===== config.mk =====
export PLATFORM = sky130hd
export DESIGN_NAME = xdata_bank_decoder
export DESIGN_NICKNAME = d
export VERILOG_FILES = /design/src/rtl/xdec_pkg.sv /design/src/rtl/xdec_region_decode.sv /design/src/rtl/xdec_addr_xlate.sv /design/src/rtl/xdec_resp_stage.sv /design/src/rtl/xdata_bank_decoder.sv
export SDC_FILE = /design/constraint.sdc
export NUM_CORES = 1
export LEC_CHECK = 0
export BUFFER_PORTS_ARGS = -buffer_cell sky130_fd_sc_hd__buf_2
export CAP_MARGIN = 20
export CELL_PAD_IN_SITES_DETAIL_PLACEMENT = 2
export CELL_PAD_IN_SITES_GLOBAL_PLACEMENT = 2
export CORE_MARGIN = 10
export CORE_UTILIZATION = 15
export DETAILED_ROUTE_END_ITERATION = 8
export GPL_TIMING_DRIVEN = 1
export PLACE_DENSITY = 0.82
export SLEW_MARGIN = 20
export SYNTH_ARGS = -nofsm -noshare
export SYNTH_HDL_FRONTEND = slang
export SYNTH_SLANG_ARGS = --single-unit

===== constraint.sdc =====
create_clock -name clk -period 1.6 [get_ports clk]
set_input_delay 0.32 -clock clk [delete_from_list [all_inputs] [get_ports clk]]
set_output_delay 0.32 -clock clk [all_outputs]
set_load 0.05 [all_outputs]

===== src/rtl/xdec_pkg.sv =====
`timescale 1ns/1ps
package xdec_pkg;

  typedef enum logic [1:0] {
    RGN_REG    = 2'd0,
    RGN_SRAM   = 2'd1,
    RGN_CODE   = 2'd2,
    RGN_BRIDGE = 2'd3
  } xdec_rgn_e;

  localparam int unsigned NUM_RGN = 4;

endpackage


===== src/rtl/xdec_region_decode.sv =====
`timescale 1ns/1ps
module xdec_region_decode
  import xdec_pkg::*;
#(
  parameter int unsigned ADDR_W       = 16,
  parameter int unsigned REG_WIN_BITS = 14,
  parameter int unsigned WIN_BITS     = 10,
  parameter int unsigned SRAM_BASE    = 'h4000,
  parameter int unsigned CODE_BASE    = 'h5000
) (
  input  logic [ADDR_W-1:0]  addr,
  input  logic               view_en,
  input  logic               accept,
  output xdec_rgn_e          rgn,
  output logic [NUM_RGN-1:0] sel
);

  localparam int unsigned TAG_W = ADDR_W - WIN_BITS;
  localparam int unsigned HI_W  = ADDR_W - REG_WIN_BITS;
  localparam logic [ADDR_W-1:0] SRAM_BASE_V = ADDR_W'(SRAM_BASE);
  localparam logic [ADDR_W-1:0] CODE_BASE_V = ADDR_W'(CODE_BASE);
  localparam logic [TAG_W-1:0]  SRAM_TAG    = SRAM_BASE_V[ADDR_W-1:WIN_BITS];
  localparam logic [TAG_W-1:0]  CODE_TAG    = CODE_BASE_V[ADDR_W-1:WIN_BITS];

  logic hit_reg, hit_sram, hit_code;

  always_comb begin
    hit_reg  = (addr[ADDR_W-1:REG_WIN_BITS] == {HI_W{1'b0}});
    hit_sram = (addr[ADDR_W-1:WIN_BITS] == SRAM_TAG);
    hit_code = (addr[ADDR_W-1:WIN_BITS] == CODE_TAG) && view_en;
  end

  // Fixed priority; the windows do not overlap with the defaults.
  always_comb begin
    if (hit_reg)       rgn = RGN_REG;
    else if (hit_sram) rgn = RGN_SRAM;
    else if (hit_code) rgn = RGN_CODE;
    else               rgn = RGN_BRIDGE;
  end

  for (genvar g = 0; g < NUM_RGN; g++) begin : g_sel
    assign sel[g] = accept && (rgn == xdec_rgn_e'(g));
  end

endmodule


===== src/rtl/xdec_addr_xlate.sv =====
`timescale 1ns/1ps
module xdec_addr_xlate #(
  parameter int unsigned REG_WIN_BITS = 14,
  parameter int unsigned WIN_BITS     = 10,
  parameter int unsigned BANK_W       = 8,
  parameter int unsigned BASE_W       = 8
) (
  input  logic [REG_WIN_BITS-1:0]        addr_lo,
  input  logic [BANK_W-1:0]              bank,
  input  logic [BASE_W-1:0]              view_base,
  output logic [BANK_W+REG_WIN_BITS-1:0] reg_addr,
  output logic [WIN_BITS-1:0]            sram_addr,
  output logic [BASE_W+WIN_BITS-1:0]     code_addr
);

  always_comb begin
    reg_addr  = {bank, addr_lo};
    sram_addr = addr_lo[WIN_BITS-1:0];
    code_addr = {view_base, addr_lo[WIN_BITS-1:0]};
  end

endmodule


===== src/rtl/xdec_resp_stage.sv =====
`timescale 1ns/1ps
module xdec_resp_stage
  import xdec_pkg::*;
#(
  parameter int unsigned DATA_W = 8
) (
  input  logic              clk,
  input  logic              rst_n,
  input  logic              rd_accept,
  input  xdec_rgn_e         rgn_in,
  input  logic [DATA_W-1:0] reg_rdata,
  input  logic [DATA_W-1:0] sram_rdata,
  input  logic [DATA_W-1:0] code_rdata,
  input  logic [DATA_W-1:0] bridge_rdata,
  input  logic              rsp_ready,
  output logic              rsp_valid,
  output logic [DATA_W-1:0] rsp_rdata
);

  xdec_rgn_e         rgn_q;
  logic              fresh_q;
  logic              valid_q;
  logic [DATA_W-1:0] hold_q;
  logic [DATA_W-1:0] mux_data;

  always_comb begin
    unique case (rgn_q)
      RGN_REG:  mux_data = reg_rdata;
      RGN_SRAM: mux_data = sram_rdata;
      RGN_CODE: mux_data = code_rdata;
      default:  mux_data = bridge_rdata;
    endcase
  end

  // First response cycle passes region data; later stall cycles replay it.
  assign rsp_rdata = fresh_q ? mux_data : hold_q;
  assign rsp_valid = valid_q;

  always_ff @(posedge clk or negedge rst_n) begin
    if (!rst_n) begin
      rgn_q   <= RGN_BRIDGE;
      fresh_q <= 1'b0;
      valid_q <= 1'b0;
      hold_q  <= '0;
    end else begin
      fresh_q <= rd_accept;
      if (rd_accept) rgn_q <= rgn_in;
      if (valid_q)   hold_q <= rsp_rdata;
      if (rd_accept)      valid_q <= 1'b1;
      else if (rsp_ready) valid_q <= 1'b0;
    end
  end

endmodule


===== src/rtl/xdata_bank_decoder.sv =====
`timescale 1ns/1ps
module xdata_bank_decoder
  import xdec_pkg::*;
#(
  parameter int unsigned ADDR_W       = 16,
  parameter int unsigned DATA_W       = 8,
  parameter int unsigned BANK_W       = 8,
  parameter int unsigned BASE_W       = 8,
  parameter int unsigned REG_WIN_BITS = 14,
  parameter int unsigned WIN_BITS     = 10,
  parameter int unsigned SRAM_BASE    = 'h4000,
  parameter int unsigned CODE_BASE    = 'h5000,
  localparam int unsigned REG_AW      = BANK_W + REG_WIN_BITS,
  localparam int unsigned CODE_AW     = BASE_W + WIN_BITS
) (
  input  logic                clk,
  input  logic                rst_n,
  input  logic                req_valid,
  output logic                req_ready,
  input  logic [ADDR_W-1:0]   req_addr,
  input  logic                req_we,
  input  logic [DATA_W-1:0]   req_wdata,
  input  logic [BANK_W-1:0]   port2_bank,
  input  logic                code_view_en,
  input  logic [BASE_W-1:0]   code_view_base,
  output logic                reg_cs,
  output logic [REG_AW-1:0]   reg_addr,
  output logic                sram_cs,
  output logic [WIN_BITS-1:0] sram_addr,
  output logic                code_cs,
  output logic [CODE_AW-1:0]  code_addr,
  output logic                bridge_cs,
  output logic [ADDR_W-1:0]   bridge_addr,
  output logic                acc_we,
  output logic [DATA_W-1:0]   acc_wdata,
  input  logic [DATA_W-1:0]   reg_rdata,
  input  logic [DATA_W-1:0]   sram_rdata,
  input  logic [DATA_W-1:0]   code_rdata,
  input  logic [DATA_W-1:0]   bridge_rdata,
  output logic                rsp_valid,
  input  logic                rsp_ready,
  output logic [DATA_W-1:0]   rsp_rdata
);

  logic               accept;
  xdec_rgn_e          rgn;
  logic [NUM_RGN-1:0] sel;

  assign req_ready = !rsp_valid || rsp_ready;
  assign accept    = req_valid && req_ready;

  xdec_region_decode #(
    .ADDR_W(ADDR_W), .REG_WIN_BITS(REG_WIN_BITS), .WIN_BITS(WIN_BITS),
    .SRAM_BASE(SRAM_BASE), .CODE_BASE(CODE_BASE)
  ) u_decode (
    .addr(req_addr), .view_en(code_view_en), .accept(accept),
    .rgn(rgn), .sel(sel)
  );

  xdec_addr_xlate #(
    .REG_WIN_BITS(REG_WIN_BITS), .WIN_BITS(WIN_BITS),
    .BANK_W(BANK_W), .BASE_W(BASE_W)
  ) u_xlate (
    .addr_lo(req_addr[REG_WIN_BITS-1:0]), .bank(port2_bank),
    .view_base(code_view_base), .reg_addr(reg_addr),
    .sram_addr(sram_addr), .code_addr(code_addr)
  );

  xdec_resp_stage #(.DATA_W(DATA_W)) u_resp (
    .clk(clk), .rst_n(rst_n), .rd_accept(accept && !req_we), .rgn_in(rgn),
    .reg_rdata(reg_rdata), .sram_rdata(sram_rdata), .code_rdata(code_rdata),
    .bridge_rdata(bridge_rdata), .rsp_ready(rsp_ready),
    .rsp_valid(rsp_valid), .rsp_rdata(rsp_rdata)
  );

  assign reg_cs      = sel[RGN_REG];
  assign sram_cs     = sel[RGN_SRAM];
  assign code_cs     = sel[RGN_CODE];
  assign bridge_cs   = sel[RGN_BRIDGE];
  assign bridge_addr = req_addr;
  assign acc_we      = accept && req_we;
  assign acc_wdata   = req_wdata;

endmodule


==> results list, run 1 <==
* Run status: complete, but fails checks
- The final reports fail on negative setup slack.
- Number of enable flip-flop cells after synthesis: 0
- Number of H-tree levels: 1
* Prevailing post-synth register cell: sky130_fd_sc_hd__dfrtp_1
- Horiz. Die Dim: 118 µm
- Crit path from: u_resp.rgn_q[1]$_DFFE_PN1P_
- Fin util: 25.9%
* Worst EP required: 1280 ps
- The finished cells cover 2400 µm².
- PnR worst setup slack: -384 ps
- Measured against its own limit, the worst slew margin works out to 65.2%.
* Proportion of layout cells with a drive suffix above 1: 78.4%
* Global-route wire length before repair: 9.00 mm
- Gr ovfl total: 0
- Clock tree from TritonCTS: yes
- # port buffers: 68
- Entering global routing, the biggest net connects 13 pins.
* Clock insertion delay at the later pin of the skew report: 240 ps
* Flip-flop and latch count after synthesis: 12
- Compound-Gate Fraction of Synth Area: 12.4%
* Per-cell via count in the routed design: 3.75
* Power per Cell Area: 915 nW/µm²
- Routed wirelength normalized by instance count: 17.4 µm
* Core outline area: 9280 µm²
- Most common cell after layout, fill and taps aside: sky130_fd_sc_hd__buf_2
- Routability cong.: 0.716
- The top cell types in the final layout, fill and taps aside, are sky130_fd_sc_hd__buf_2 (55), sky130_fd_sc_hd__buf_4 (39), sky130_fd_sc_hd__buf_6 (20).
- For this configuration, the core starts out at a cell density of 15.4%.
* DRT Pass-1 Iters: 4
- Post-synthesis sequential area ratio: 21.2%
- After synthesis, the largest family of logic cells by area is buffers and inverters.
- In this run the deepest clock path goes through 2 buffers.
* Clk pin slew, worst setup/hold paths: 50 ps
- IR Drop Worst-Case VDD: 0.219 mV
* Critical path launch point type: flop
- Final hold violation count: 0
* Total clock sinks: 12
- Die outline area: 13800 µm²
- Site row count: 35
* Number of global-route vias before repair: 1544
- Of the available clock period, the critical path in the final layout requires 124%.
* Via Count: 1283
- The final-report max-slew violation count is 0.
- Number of cells on the worst reg-to-reg path: 6
* Top area cells in the synthesized netlist: sky130_fd_sc_hd__buf_4 (39%), sky130_fd_sc_hd__dfrtp_1 (17%), sky130_fd_sc_hd__mux2i_1 (11%)
- Relative to the synthesized area, the layout overhead comes to 68.2%.
* Source of the worst hold timing path: req_we
* Number of nets at the end of the flow: 292
* FFs w/ async S/R, synth: 100%
* Max_cap viols: 0
* Number of CTS-inserted buffers: 3
- The placed instances occupy a cell area of 1890 µm².
* Worst hold stages: 3
- ANT nets after route: 0
* Final HPWL from detailed placement: 4.26 mm
- The synthesized netlist occupies a cell area of 1430 µm².
- Transition time at the pin with the least slew margin: 521 ps
- The analysis attributes to cell leakage a power of 0.00101 µW.
* Final setup violation count: 16
* Number of nets in the synthesized netlist: 245
- Summed over all failing endpoints, the final setup total negative slack is -3190 ps.
* Multiplexer area fraction after synthesis: 11.2%
- For this run, the number of Yosys warnings is 0.
- Setup repair after global routing missed its margin: yes
- Class of the most critical setup path: reg -> out
* Filler cell count in the final layout: 1042
- The initial antenna violation count was 0.
* Iteration-0 DRC Markers: 19
- Top-level port count: 167
- Synthesized-area fraction occupied by adder cells: 0%
- Of the total synthesized cell area, the portion taken by AND, OR, NAND and NOR gates is 13.1%.
- After detailed routing, the number of remaining DRC violations is 0.
* Element type at the critical path end: output pin
- Data arrives at the worst endpoint at 1660 ps.
* Overall routed net length: 5.95 mm
- Top cell type's share of synthesized area: 39.4%
* Cell chosen for the clock root: sky130_fd_sc_hd__clkbuf_8
* Largest clock skew in the final design: 6.19 ps
* Highest attainable clock frequency: 0.504 GHz
- Synth Area in XOR/XNOR: 0%
- 0 antenna diodes ended up in the layout.
- The biggest area contributor in the post-synthesis netlist is sky130_fd_sc_hd__buf_4.
* Shortest clock period the worst path allows after layout: 1980 ps
* Yosys cell types: 25
* Average instance area after synthesis: 8.56 µm²
- Kind of path behind the tightest hold check: in -> reg
- In this run the critical register-to-register path is launched from u_resp.rgn_q[1]$_DFFE_PN1P_.
* Number of standard cells after synthesis: 167
- Overall routing resource usage: 7.97%
- Chip height: 118 µm
* Max FO, Critical Path: 7
==> cell type report <==
class	count	area (µm²)	area share [%]
inverters	2	12.5	0.520
repair buffers	121	916	38.1
well taps	129	161	6.71
clock buffers	4	45.0	1.87
multi-input cells	74	966	40.2
flip-flops and latches	12	304	12.6
==> layer usage <==
| layer | vias up | part of all wire, % | track usage (%) |
|---|---|---|---|
| met2 | 36 | 62 | 16.2 |
| li1 | 600 | - | - |
| met1 | 639 | 34 | 7.80 |
| met5 | - | 0 | 0 |
| met3 | 8 | 3.0 | 1.06 |
| met4 | 0 | 1.1 | 3.09 |
==> report_power, final <==
| part | leakage (µW) | internal, µW | switching (µW) |
|---|---|---|---|
| clock | 0.0000228 | 175 | 109 |
| sequential | 0.000143 | 388 | 56.8 |
| combinational | 0.000840 | 700 | 770 |
| total | 0.00101 | 1260 | 936 |
==> state kept, by name, summed over array words and instances, names as in the netlist <==
register,count
u_resp.rgn_q,2
u_resp.hold_q,8
u_resp.fresh_q,1
u_resp.rsp_valid,1
==> final timing paths <==
check / endpoint / slack [ps]
max: rsp_rdata[1] / -380
min: u_resp.rsp_valid$_DFFE_PN0P_ / 440
max reg2reg: u_resp.hold_q[2]$_DFFE_PN0P_ / -100
min reg2reg: u_resp.hold_q[7]$_DFFE_PN0P_ / 500
max in group asynchronous: u_resp.rgn_q[0]$_DFFE_PN1P_ / 800
min in group asynchronous: u_resp.hold_q[7]$_DFFE_PN0P_ / 510
==> what timing repair did <==
item / 4_1_cts / 5_1_grt
gates cloned: 1 / 0
pin swaps: 13 / 9
hold endpoints to repair: 10 / 0
hold buffers: 1 / 0
setup endpoints to repair: 15 / 19
gates resized for setup: 51 / 13
setup buffers: 15 / 11
==> logic make-up (layout without fill, tap and decap cells) <==
kind of cell / count (synthesis) / count (layout)
and+or+nand+nor: 36 / 36
buffers and inverters: 81 / 127
AOI/OAI and AO/OA: 22 / 22
DFF: 12 / 12
muxes: 16 / 16
==> critical path, stage by stage (launching register included) <==
cell                       delay [ps]
sky130_fd_sc_hd__dfstp_2          630
sky130_fd_sc_hd__buf_12           190
sky130_fd_sc_hd__mux2i_4          290
sky130_fd_sc_hd__o221ai_4         130
sky130_fd_sc_hd__buf_6            170
==> through the flow <==
stage	setup WS (ps)	power [µW]	hold WS (ps)	cells
3_3_place_gp	-157	1530	218	313
6_report	-384	2200	441	342
3_5_place_dp	-276	1570	227	313
4_1_cts	-388	2130	439	334
5_1_grt	-429	2320	490	342
2_1_floorplan	-87.2	1680	24.4	167
==> synthesized netlist by cell type (all sizes together), types with 3 or more instances <==
cell type / instances
nand2: 13
o221ai: 16
o21ai: 3
buf: 79
nor2: 3
dfrtp: 10
nand2b: 9
mux2i: 16
Power figures use the tool's default switching activity.
==> run 2, diff against run 1 <==
--- a/config.mk
+++ b/config.mk
@@ -13,7 +13,7 @@
 export CORE_UTILIZATION = 15
 export DETAILED_ROUTE_END_ITERATION = 8
 export GPL_TIMING_DRIVEN = 1
-export PLACE_DENSITY = 0.82
+export PLACE_DENSITY_LB_ADDON = 0.1
 export SLEW_MARGIN = 20
 export SYNTH_ARGS = -nofsm -noshare
 export SYNTH_HDL_FRONTEND = slang
==> results list, run 2 (synthesis gave the netlist of run 1 again) <==
- Share of the clock period used by the worst path: 121% (was 124%)
- Critical path's largest stage delay: 580 ps (was 630 ps)
- Number of H-tree levels: 1 (unchanged)
- The number of clock sinks came to 12 (unchanged).
- Registers with the most flip-flops: u_resp.hold_q: 8 flops, u_resp.rgn_q: 2 flops (unchanged)
- Via Count: 1274 (was 1283)
- The CTS tree is yes (unchanged).
- Cell with the biggest individual delay on the critical path: sky130_fd_sc_hd__dfstp_2 (unchanged)
- The post-route non-filler standard cell count was 334 (was 342).
- Cell chosen for the clock root: sky130_fd_sc_hd__clkbuf_8 (unchanged)
- Global-route wire length before repair: 8.96 mm (was 9.00 mm)
- Effective utilization at floorplan: 15.4% (unchanged)
- The routed wirelength normalized by instance count came to 16.9 µm (was 17.4 µm).
- The path category of the worst min-delay check is in -> reg (unchanged).
* Worst max-slew margin expressed relative to the limit: 70.1% (was 65.2%)
* Reported leakage power: 0.000956 µW (was 0.00101 µW)
- Proportion of layout cells with a drive suffix above 1: 76.6% (was 78.4%)
- The die extent in y was 118 µm (unchanged).
- The remaining routing DRC violations is 0 (unchanged).
* Worst path cell trace: buf_4 > mux2i_4 > o221ai_4 > buf_4 (was buf_12 > mux2i_4 > o221ai_4 > buf_6)
* Largest net degree at the start of global routing: 13 (unchanged)
- Number of CTS-inserted buffers: 3 (unchanged)
- The worst vdd rail ir drop was 0.236 mV (was 0.219 mV).
* Slew Viols, Final: 0 (unchanged)
* Transition time at the pin with the least slew margin: 447 ps (was 521 ps)
- Flip-flop count of the largest register, all copies and words added: 8 (unchanged)
* Core outline area: 9280 µm² (unchanged)
* ANT nets after route: 0 (unchanged)
- The all-layer global routing usage came to 8.03% (was 7.97%).
* Violated checks: negative setup slack (unchanged)
* Data arrival time of the critical path: 1620 ps (was 1660 ps)
- The element type at the critical path end is an output pin (unchanged).
* Top-level port count: 167 (unchanged)
- The first-iteration detailed-routing DRC count came to 13 (was 19).
- Site row count: 35 (unchanged)
* Antenna violations before repair: 0 (unchanged)
- Worst EP required: 1280 ps (about the same)
- The hold violation total from the final report was 0 (unchanged).
- Number of global-route vias before repair: 1529 (was 1544)
* # port buffers: 68 (unchanged)
- The sort of element at the start of the critical path was a flop (unchanged).
- The floorplan die area was 13800 µm² (unchanged).
* Buffers from clock root to sink, at most: 2 (unchanged)
- Setup repair after global routing missed its margin: yes (unchanged).
- Highest attainable clock frequency: 0.516 GHz (was 0.504 GHz)
- The number of cells after detailed placement was 319 (was 313).
- The power per cell area is 922 nW/µm² (was 915 nW/µm²).
* Final HPWL from detailed placement: 4.77 mm (was 4.26 mm)
- Shortest clock period the worst path allows after layout: 1940 ps (was 1980 ps)
- Run status: complete, but fails checks (unchanged)
* Overall routed net length: 5.63 mm (was 5.95 mm)
- Critical Path Most Common Cell: sky130_fd_sc_hd__buf_4
* DRT Pass-1 Iters: 2 (was 4)
- Commonest non-fill, non-tap cells in the layout: sky130_fd_sc_hd__buf_2 (55), sky130_fd_sc_hd__buf_4 (41), sky130_fd_sc_hd__mux2i_4 (16) (was sky130_fd_sc_hd__buf_2 (55), sky130_fd_sc_hd__buf_4 (39), sky130_fd_sc_hd__buf_6 (20))
- Total design power: 2110 µW (was 2200 µW)
- Class of the most critical setup path: reg -> out (unchanged)
* Final setup violation count: 10 (was 16)
* Clk pin slew, worst setup/hold paths: 60 ps (was 50 ps)
- The clock latency on the worst-skew pair was 250 ps (was 240 ps).
- The average via count per standard cell is 3.81 (was 3.75).
- The slack of the critical path was -338 ps (was -384 ps).
- The die extent in x is 118 µm (unchanged).
- Most common cell after layout, fill and taps aside: sky130_fd_sc_hd__buf_2 (unchanged)
- The count of maximum capacitance violations was 0 (unchanged).
- The antenna diode count is 0 (unchanged).
- Largest clock skew in the final design: 3.08 ps (was 6.19 ps)
- Layout area overhead: 60.2% (was 68.2%)
* Number of nets at the end of the flow: 284 (was 292)
* Gr ovfl total: 0 (unchanged)
* Max FO, Critical Path: 4 (was 7)
* Most flops, register: u_resp.hold_q (unchanged)
- The final RePlAce weighted congestion came to 0.667 (was 0.716).
[run 2: changes by cell type in the layout (fill, tap and decap cells not counted), sizes merged]
cell  before  now
buf      120  112
[run 2: routing by layer]
layer  routed length, µm  GRT usage [%]  share of wire, %
met1                2180           8.45                39
met5                   0              0                 0
met2                2730           13.3                48
met3                 617           3.93                11
met4                 101           3.48               1.8
[run 2: critical path: cells and delay by family (launching register included)]
family / cells / cell delay (ps)
AO/OA/AOI/OAI: 1 / 130
buffers and inverters: 2 / 390
flip-flops: 1 / 580
multiplexers: 1 / 270
[run 2: final timing paths]
| check | from | end | slack [ps] | depth (start not counted) |
|---|---|---|---|---|
| setup / recovery | u_resp.rgn_q[1]$_DFFE_PN1P_ | rsp_rdata[0] | -340 | 4 |
| hold / removal | req_we | u_resp.rsp_valid$_DFFE_PN0P_ | 410 | 3 |
| setup reg to reg | u_resp.rgn_q[1]$_DFFE_PN1P_ | u_resp.hold_q[7]$_DFFE_PN0P_ | 50 | 5 |
| hold reg to reg | u_resp.hold_q[5]$_DFFE_PN0P_ | u_resp.hold_q[5]$_DFFE_PN0P_ | 490 | 2 |
| max in group asynchronous | rst_n | u_resp.rgn_q[1]$_DFFE_PN1P_ | 780 | 2 |
| min in group asynchronous | rst_n | u_resp.hold_q[7]$_DFFE_PN0P_ | 530 | 2 |
[run 2: timing repair]
item	4_1_cts	5_1_grt
hold buffers	1	0
setup buffers	6	6
cloned	0	0
setup endpoints to repair	13	15
resized for setup	40	10
pin swaps	5	3
endpoints found under the hold margin	10	0
[run 2: power by group]
group          total (µW)  switching, µW  internal (µW)
clock                 343            125            218
combinational        1340            718            618
sequential            435           48.0            387
total                2110            890           1220
[run 2: through the flow]
stage	utilization (%)	setup slack (ps)	area (µm²)	hold WS, ps	setup TNS (ps)
2_1_floorplan	-	-87.2	1760	24.4	-664
3_3_place_gp	21.0	-184	1950	233	-1640
3_5_place_dp	21.0	-228	1950	230	-1940
4_1_cts	23.9	-364	2210	375	-3040
5_1_grt	24.7	-398	2290	435	-3430
6_report	24.7	-338	2290	410	-2680
[run 2: layout make-up]
class                      count  area, µm²
timing repair buffer         113        811
tap                          129        161
clock buffer                   4       55.1
sequential                    12        304
multi-input combinational     74        947
inverter                       2       12.5
fill                        1061       6990
==> run 3, diff against run 2 <==
==> constraint.sdc (replaced) <==
create_clock -name clk -period 1.6 [get_ports clk]
set_input_delay 0.24 -clock clk [delete_from_list [all_inputs] [get_ports clk]]
set_output_delay 0.24 -clock clk [all_outputs]
set_load 0.05 [all_outputs]
==> results list, run 3 (synthesis gave the netlist of run 1 again) <==
- Final hold violation count: 0 (unchanged)
- Kind of path behind the tightest hold check: in -> reg (unchanged)
- The maximum number of pins on one net before global-route repair is 13 (unchanged).
- The initial antenna violation count was 0 (unchanged).
- Iteration-0 DRC Markers: 12 (was 13)
* Chip height: 118 µm (unchanged)
- The global-route wire length before repair came to 8.54 mm (was 8.96 mm).
- Slew Viols, Final: 0 (unchanged)
* Reg2Reg Launch Point: u_resp.rgn_q[1]$_DFFE_PN1P_ (unchanged)
* Number of cells on the worst reg-to-reg path: 5 (unchanged)
- The register name with the most flops was u_resp.hold_q (unchanged).
- Gr ovfl total: 0 (unchanged)
* Effective utilization at floorplan: 15.4% (unchanged)
* Clock tree from TritonCTS: yes (unchanged)
* Run status: complete, but fails checks (unchanged)
* Worst max-slew margin expressed relative to the limit: 70.4% (was 70.1%)
- Setup repair after global routing missed its margin: yes (unchanged)
* Final setup violation count: 10 (unchanged)
* DRT Pass-1 Iters: 2 (unchanged)
- Overall routing resource usage: 7.70% (was 8.03%)
- Number of H-tree levels: 1 (unchanged)
* Number of antenna repair diodes: 0 (unchanged)
- The number of buffers added by the clock tree synthesis step was 3 (unchanged).
* Element type at the critical path end: output pin (unchanged)
- Commonest non-fill, non-tap cells in the layout: sky130_fd_sc_hd__buf_2 (55), sky130_fd_sc_hd__buf_4 (37), sky130_fd_sc_hd__mux2i_4 (15) (was sky130_fd_sc_hd__buf_2 (55), sky130_fd_sc_hd__buf_4 (41), sky130_fd_sc_hd__mux2i_4 (16))
* Transition time at the pin with the least slew margin: 443 ps (was 447 ps)
* Horiz. Die Dim: 118 µm (unchanged)
- Worst EP required: 1360 ps (was 1280 ps)
* Max FO, Critical Path: 4 (unchanged)
* Post-route design area: 2270 µm² (was 2290 µm²)
- Die outline area: 13800 µm² (unchanged)
- The clock latency on the worst-skew pair was 250 ps (about the same).
- The final-layout fill cell count came to 1060 (was 1061).
- Reported leakage power: 0.000953 µW (was 0.000956 µW)
* Placed cell areas: 1850 µm² (was 1950 µm²)
- Via Count: 1262 (was 1274)
- The number of clock sinks is 12 (unchanged).
- The worst reg-to-reg setup slack was 70 ps (was 50 ps).
* PnR worst setup slack: -279 ps (was -338 ps)
* Proportion of layout cells with a drive suffix above 1: 75.4% (was 76.6%)
- End of the worst hold path: u_resp.rsp_valid$_DFFE_PN0P_ (unchanged)
- The worst vdd rail ir drop is 0.215 mV (was 0.236 mV).
- The placeable core region was 9280 µm² (unchanged).
* Final HPWL from detailed placement: 4.26 mm (was 4.77 mm)
- The kind of critical path is reg -> out (unchanged).
- Top-level port count: 167 (unchanged)
- The count of buffers inserted at the top-level ports was 68 (unchanged).
- The power per cell area was 935 nW/µm² (was 922 nW/µm²).
* Highest attainable clock frequency: 0.532 GHz (was 0.516 GHz)
- Critical path launch point type: flop (unchanged)
* Post-Route Setup TNS: -2100 ps (was -2680 ps)
- The remaining routing DRC violations is 0 (unchanged).
* Clk pin slew, worst setup/hold paths: 60 ps (about the same)
- Most common cell after layout, fill and taps aside: sky130_fd_sc_hd__buf_2 (unchanged)
- Site row count: 35 (unchanged)
- Cell chosen for the clock root: sky130_fd_sc_hd__clkbuf_8 (unchanged)
- The synthesis-to-finish area growth came to 58.7% (was 60.2%).
* Per-cell via count in the routed design: 3.80 (was 3.81)
* Fin util: 24.4% (was 24.7%)
- The via count of the first global-routing pass came to 1530 (was 1529).
- Shortest clock period the worst path allows after layout: 1880 ps (was 1940 ps)
- ANT nets after route: 0 (unchanged)
- Number of nets at the end of the flow: 282 (was 284)
- Source of the worst hold timing path: req_we (unchanged)
- Registers with the most flip-flops: u_resp.hold_q: 8 flops, u_resp.rgn_q: 2 flops (unchanged)
* Overall routed net length: 5.43 mm (was 5.63 mm)
* Worst Hold Slack: 333 ps (was 410 ps)
- Violated checks: negative setup slack (unchanged).
* Routed wirelength normalized by instance count: 16.3 µm (was 16.9 µm)
- Buffers from clock root to sink, at most: 2 (unchanged)
* Routability cong.: 0.667 (about the same)
- The share of the clock period used by the worst path after layout was 117% (was 121%).
- Number of standard cells in the layout, taps in and fillers out: 332 (was 334)
- The count of maximum capacitance violations came to 0 (unchanged).
* End of the worst register-to-register path: u_resp.hold_q[2]$_DFFE_PN0P_ (was u_resp.hold_q[7]$_DFFE_PN0P_)
- Flip-flop count of the largest register, all copies and words added: 8 (unchanged)
- Data arrival time of the critical path: 1640 ps (was 1620 ps)
- Cells after DPL: 315 (was 319)
- Worst hold stages: 3 (unchanged)
* Largest clock skew in the final design: 3.33 ps (was 3.08 ps)
-- run 3: changes by cell type in the layout (fill, tap and decap cells not counted) --
cell                       previous run  this run
sky130_fd_sc_hd__buf_4               41        37
sky130_fd_sc_hd__or3_1                0         1
sky130_fd_sc_hd__buf_8                3         1
sky130_fd_sc_hd__o221ai_2             1         2
sky130_fd_sc_hd__o21ai_1              0         1
sky130_fd_sc_hd__buf_6               10        13
sky130_fd_sc_hd__o21ai_2              1         0
sky130_fd_sc_hd__o221ai_1             7         6
sky130_fd_sc_hd__mux2i_1              0         1
sky130_fd_sc_hd__buf_12               3         4
sky130_fd_sc_hd__or3_4                1         0
sky130_fd_sc_hd__mux2i_4             16        15
-- run 3: worst max-delay path by stage --
| stage | from | to | slack [ps] | cells after the start |
|---|---|---|---|---|
| after floorplan | u_resp.rgn_q[1]$_DFFE_PN1P_ | rsp_rdata[0] | -20 | 4 |
| after global placement | req_addr[11] | code_cs | -90 | 5 |
| after detailed placement | req_addr[11] | code_cs | -180 | 5 |
| after CTS | u_resp.rgn_q[1]$_DFFE_PN1P_ | rsp_rdata[2] | -340 | 5 |
| after global routing | u_resp.rgn_q[1]$_DFFE_PN1P_ | rsp_rdata[3] | -390 | 5 |
| final | u_resp.rgn_q[1]$_DFFE_PN1P_ | rsp_rdata[7] | -280 | 4 |
-- run 3: area by class of cell --
type,count,area (µm²),area share (%)
multi-input cells,74,932,41.1
repair buffers,111,805,35.4
clock buffers,4,55.1,2.43
inverters,2,12.5,0.551
flip-flops and latches,12,304,13.4
well taps,129,161,7.11
-- run 3: routing by layer --
layer / track usage (%) / part of all wire [%] / vias up
li1: - / - / 583
met1: 8.31 / 39 / 600
met2: 13.5 / 52 / 71
met3: 3.45 / 8.8 / 8
met4: 1.62 / 0.74 / 0
met5: 0 / 0 / -
-- run 3: worst max-delay path, cell delays in order (launching register included) --
cell,delay (ps)
sky130_fd_sc_hd__dfstp_2,610
sky130_fd_sc_hd__buf_6,180
sky130_fd_sc_hd__mux2i_4,280
sky130_fd_sc_hd__o221ai_4,130
sky130_fd_sc_hd__buf_4,200
-- run 3: what timing repair did --
item | 4_1_cts | 5_1_grt
endpoints found under the setup margin | 13 | 18
hold buffers | 1 | 0
gates resized for setup | 44 | 11
gates cloned | 1 | 0
setup buffers | 8 | 5
hold endpoints to repair | 10 | 0
pin swaps | 7 | 6
-- run 3: through the flow --
| step | worst slack, ps | power (µW) |
|---|---|---|
| after floorplan | -21.6 | 1630 |
| after global placement | -89.1 | 1520 |
| after detailed placement | -178 | 1540 |
| after CTS | -343 | 2150 |
| after global routing | -393 | 2260 |
| final | -279 | 2120 |
-- run 3: report_power, final --
group / switching, µW / internal [µW]
Sequential: 51.6 / 387
Combinational: 713 / 624
Clock: 129 / 218
Total: 893 / 1230
